## config.mk

```make
export PLATFORM = sky130hd
export DESIGN_NAME = porseq_top
export DESIGN_NICKNAME = d
export VERILOG_FILES = /design/src/rtl/porseq_pkg.sv /design/src/rtl/porseq_counter.sv /design/src/rtl/porseq_phase.sv /design/src/rtl/porseq_events.sv /design/src/rtl/porseq_top.sv
export SDC_FILE = /design/constraint.sdc
export NUM_CORES = 1
export LEC_CHECK = 0
export BUFFER_PORTS_ARGS = -buffer_cell sky130_fd_sc_hd__buf_4
export CORE_UTILIZATION = 41
export DETAILED_ROUTE_END_ITERATION = 10
export SYNTH_ARGS = -nofsm -noshare
export SYNTH_HDL_FRONTEND = slang
export SYNTH_SLANG_ARGS = --single-unit
```

## constraint.sdc

```tcl
create_clock -name clk_i -period 2.2 [get_ports clk_i]
set_input_delay 0.11 -clock clk_i [delete_from_list [all_inputs] [get_ports clk_i]]
set_output_delay 0.11 -clock clk_i [all_outputs]
set_load 0.01 [all_outputs]
```

## src/rtl/porseq_pkg.sv

```systemverilog
package porseq_pkg;

  typedef enum logic [2:0] {
    PH_START = 3'b001,
    PH_RUN   = 3'b010,
    PH_STOP  = 3'b100
  } phase_e;

endpackage

```

## src/rtl/porseq_counter.sv

```systemverilog
module porseq_counter #(
  parameter int CNT_W = 12
) (
  input  logic             clk_i,
  input  logic             restart_i,
  output logic [CNT_W-1:0] count_q_o,
  output logic [CNT_W-1:0] count_d_o
);

  localparam int MSB = CNT_W - 1;

  logic [CNT_W-1:0] cnt_q = '0;
  logic [CNT_W-1:0] cnt_d;

  always_comb begin
    if (restart_i)       cnt_d = '0;
    else if (cnt_q[MSB]) cnt_d = cnt_q;
    else                 cnt_d = cnt_q + 1'b1;
  end

  always_ff @(posedge clk_i) cnt_q <= cnt_d;

  assign count_q_o = cnt_q;
  assign count_d_o = cnt_d;

endmodule

```

## src/rtl/porseq_phase.sv

```systemverilog
module porseq_phase
  import porseq_pkg::*;
#(
  parameter int CNT_W      = 12,
  parameter int RELEASE_AT = 2048
) (
  input  logic             clk_i,
  input  logic             restart_i,
  input  logic [CNT_W-1:0] count_q_i,
  output logic             board_rst_o,
  output logic             done_o
);

  localparam logic [CNT_W-1:0] LAST_HELD = CNT_W'(RELEASE_AT - 1);

  phase_e phase_q = PH_START;
  phase_e phase_d;
  logic   rst_q   = 1'b1;

  always_comb begin
    phase_d = PH_START;
    if (restart_i) begin
      phase_d = PH_START;
    end else begin
      unique case (phase_q)
        PH_START, PH_RUN: phase_d = (count_q_i == LAST_HELD) ? PH_STOP : PH_RUN;
        PH_STOP:          phase_d = PH_STOP;
        default:          phase_d = PH_START;
      endcase
    end
  end

  always_ff @(posedge clk_i) begin
    phase_q <= phase_d;
    rst_q   <= (phase_d != PH_STOP);
  end

  assign board_rst_o = rst_q;
  assign done_o      = (phase_q == PH_STOP);

endmodule

```

## src/rtl/porseq_events.sv

```systemverilog
module porseq_events #(
  parameter int CNT_W  = 12,
  parameter int NUM_EV = 3,
  parameter logic [NUM_EV-1:0][CNT_W-1:0] EV_START = '0,
  parameter logic [NUM_EV-1:0][CNT_W-1:0] EV_END   = '0
) (
  input  logic              clk_i,
  input  logic [CNT_W-1:0]  count_d_i,
  output logic [NUM_EV-1:0] event_o
);

  for (genvar i = 0; i < NUM_EV; i++) begin : g_ev
    logic ev_q = 1'b0;
    logic in_win;
    assign in_win = (count_d_i >= EV_START[i]) && (count_d_i < EV_END[i]);
    always_ff @(posedge clk_i) ev_q <= in_win;
    assign event_o[i] = ev_q;
  end

endmodule

```

## src/rtl/porseq_top.sv

```systemverilog
module porseq_top #(
  parameter int CNT_W      = 12,
  parameter int RELEASE_AT = 2048,
  parameter int NUM_EV     = 3,
  parameter logic [NUM_EV-1:0][CNT_W-1:0] EV_START = {12'd2000, 12'd512, 12'd16},
  parameter logic [NUM_EV-1:0][CNT_W-1:0] EV_END   = {12'd2040, 12'd2048, 12'd1024}
) (
  input  logic              clk_i,
  input  logic              restart_i,
  output logic              board_rst_o,
  output logic              seq_done_o,
  output logic [CNT_W-1:0]  count_o,
  output logic [NUM_EV-1:0] event_o
);

  logic [CNT_W-1:0] cnt_q;
  logic [CNT_W-1:0] cnt_d;

  porseq_counter #(.CNT_W(CNT_W)) u_counter (
    .clk_i     (clk_i),
    .restart_i (restart_i),
    .count_q_o (cnt_q),
    .count_d_o (cnt_d)
  );

  porseq_phase #(.CNT_W(CNT_W), .RELEASE_AT(RELEASE_AT)) u_phase (
    .clk_i       (clk_i),
    .restart_i   (restart_i),
    .count_q_i   (cnt_q),
    .board_rst_o (board_rst_o),
    .done_o      (seq_done_o)
  );

  porseq_events #(
    .CNT_W(CNT_W), .NUM_EV(NUM_EV), .EV_START(EV_START), .EV_END(EV_END)
  ) u_events (
    .clk_i     (clk_i),
    .count_d_i (cnt_d),
    .event_o   (event_o)
  );

  assign count_o = cnt_q;

endmodule

```

==> reports/qor.yml <==
yosys:
  synth.ff_latch_count: 19
  syn_area_mm2: 0.00101
  yosysTopAreaCellShare_pct: 37.6
  ys_top_cells_by_area: "dfxtp_1, xnor2_1, nor2_1, nand3_1, nor2b_1"
  yosys.cell_types.count: 40
  synth_nets: 120
  async_flop_share_pct: 0
  yosysMostFrequentCell: "dfxtp_1"
  synth_top_area_cell: "dfxtp_1"
  synth_edf_count: 0
  yosysSeqAreaShare_pct: 37.6
  avgSynthCellArea_um2: 8.64
  ys_warn_count: 0
  synthFlopType: "dfxtp_1"
  synthTopCellsByCount: "dfxtp_1, nor2_1, xnor2_1, nand2_1"
  syn_inst: 117
routing:
  vias: 850
  drc: 0
  dr.pass1.iters: 4
  antenna_left: 0
  viasPerCell: 5.28
  first_iter_violations: 11
  routed_wl_um: 2040
  wl_per_cell_um: 12.7
final_layout:
  fin_area_mm2: 0.00118
  nFillCells: 221
  fin_cells: 161
  syn2layout_area_growth_pct: 17.0
  final_nets: 137
  n_antenna_cell: 0
  drive_gt1_share_pct: 24.1
pwr:
  p_int_w: 0.000502
  ir_drop_v: 0.000387
  p_comb_share_pct: 16.5
  clkPwrFrac_pct: 26.0
  power_frac_seq_pct: 57.5
  p_total_w: 0.000688
  switching_share_pct: 27.0
  power_switching_w: 0.000186
  p_per_area_mw_per_mm2: 582
  leakagePower_nw: 0.472
die:
  io_pins: 19
  die_area_mm2: 0.00267
  fp.dieH_um: 51.7
  start_util_pct: 44.4
  die_w_um: 51.7
  rows: 17
  coreArea_mm2: 0.00228
clock_tree:
  cts_hold_buf: 0
  root_buffer: "clkbuf_4"
  insertion_delay_ns: 0.30
  cts_max_level: 1
  cts.repair.resized: 0
  post-cts-setup-buffers: 0
  cts_tree: "done"
  numCtsBuffers: 3
  ctsLongestPathBuffers: 2
  cts.sinks: 19
  path_clk_slew_ns: 0.11
critical_path:
  critical_path_class: "flop to flop"
  crit_arrival_ns: 2.25
  cp_max_fo: 7
  worstSetupEndpointType: "flop"
  cp_data_required_time_ns: 2.42
  cp-start-kind: "flop"
status:
  status: "complete, no violations"
global_routing:
  grt_max_degree: 18
  antenna_found_initial: 0
  grt_pass1_vias: 764
  grt_overflow: 0
  track_usage_pct: 17.4
  grt_pass1_wl_um: 3440
sta:
  slew_violations: 0
  worst_slack_ns: 0.167
  hold_viol: 0
  max_freq_ghz: 0.492
  relSlewSlack_pct: 72.7
  finalClockSkew_ns: 0.00122
  setup_viol: 0
  fin_crit_sh_pct: 92.4
  setup-tns-final_ns: 0
  fin_crit_ns: 2.03
  tightest_slew_ns: 0.409
placement:
  dp_cells: 157
  post-place-ws_ns: 0.170
  dpl_cell_area_mm2: 0.00115
  gp_congestion: 0.858
  dp_hpwl_um: 1500
  portBuffers: 18
flow_run:
  drv_cap: 0
min_path:
  worstHoldPathType: "input pin to flop"
-- worst max-delay path, cell delays in order, from the launching register on --
cell and delay (ns):
dfxtp_1 0.46, ha_2 0.29, nand3b_4 0.12, or3_1 0.34, a21oi_2 0.15, or4b_1 0.46
nor4_2 0.13
-- metal layers --
metal	GRT usage, %	vias to the layer above	part of all wire, %
met3	6.14	2	5.3
met1	22.2	389	47
li1	-	437	-
met2	27.9	22	46
met5	0	-	0
met4	4.05	0	0.83
-- registers in the layout, indices dropped and copies added, names as in the netlist --
| register | count |
|---|---|
| u_counter.count_q_o | 12 |
| u_events.g_ev.ev_q | 3 |
| u_phase.phase_q | 3 |
| u_phase.board_rst_o | 1 |
-- kinds of logic (layout without fill, tap and decap cells) --
kind of cell | count (synthesis) | after routing | synth area share, %
fa+ha+maj | 1 | 1 | 1.24
buf+inv | 14 | 30 | 6.81
mux | 2 | 2 | 1.98
compound gates | 17 | 17 | 11.4
flops | 19 | 19 | 37.6
simple gates | 53 | 53 | 31.4
xor+xnor | 11 | 11 | 9.53
-- final timing paths --
path | startpoint | to | slack [ns] | depth (start not counted)
setup / recovery | u_counter.count_q_o[1]$_DFF_P_ | u_events.g_ev[2].ev_q$_DFF_P_ | 0.17 | 6
hold / removal | restart_i | u_counter.count_q_o[6]$_DFF_P_ | 0.11 | 2
hold reg to reg | u_phase.phase_q[2]$_DFF_P_ | u_phase.phase_q[1]$_DFF_P_ | 0.55 | 3
setup reg to reg | u_counter.count_q_o[1]$_DFF_P_ | u_events.g_ev[2].ev_q$_DFF_P_ | 0.17 | 6
-- layout make-up --
| class | count | area [um^2] | share of cell area, % |
|---|---|---|---|
| clock buffer | 4 | 26.3 | 2.22 |
| inverter | 5 | 18.8 | 1.59 |
| multi-input combinational | 84 | 564 | 47.7 |
| sequential | 19 | 380 | 32.2 |
| tap | 28 | 35.0 | 2.96 |
| timing repair buffer | 21 | 158 | 13.3 |
-- cells in the final DEF (no fill, tap or decap), types with 2 or more instances in the layout --
master	count
a211oi_1	2
a21oi_1	3
a31oi_1	2
and3_1	2
buf_4	21
clkbuf_4	3
dfxtp_1	19
inv_1	5
mux2i_1	2
nand2_1	6
nand2b_1	2
nand3_1	5
nor2_1	17
nor2b_1	4
nor3_1	2
nor4_1	3
nor4_2	2
o21ai_0	3
xnor2_1	9
xor2_1	2
-- power by group through the flow --
stage                     Sequential (W)  Combinational, W  Clock, W
after floorplan                 0.000406         0.0000749         0
after global placement          0.000401          0.000113         0
after detailed placement        0.000404          0.000115         0
after CTS                       0.000396          0.000116  0.000180
after global routing            0.000401          0.000128  0.000194
final                           0.000396          0.000114  0.000179
-- metrics by stage --
stage               hold WS (ns)  util (%)
finish                     0.107      52.0
global route               0.105      52.0
CTS                        0.105      51.8
detailed placement         0.428      50.7
global placement           0.421      50.7
floorplan                  0.403         -
No activity file was read; power rests on OpenSTA's default activity.
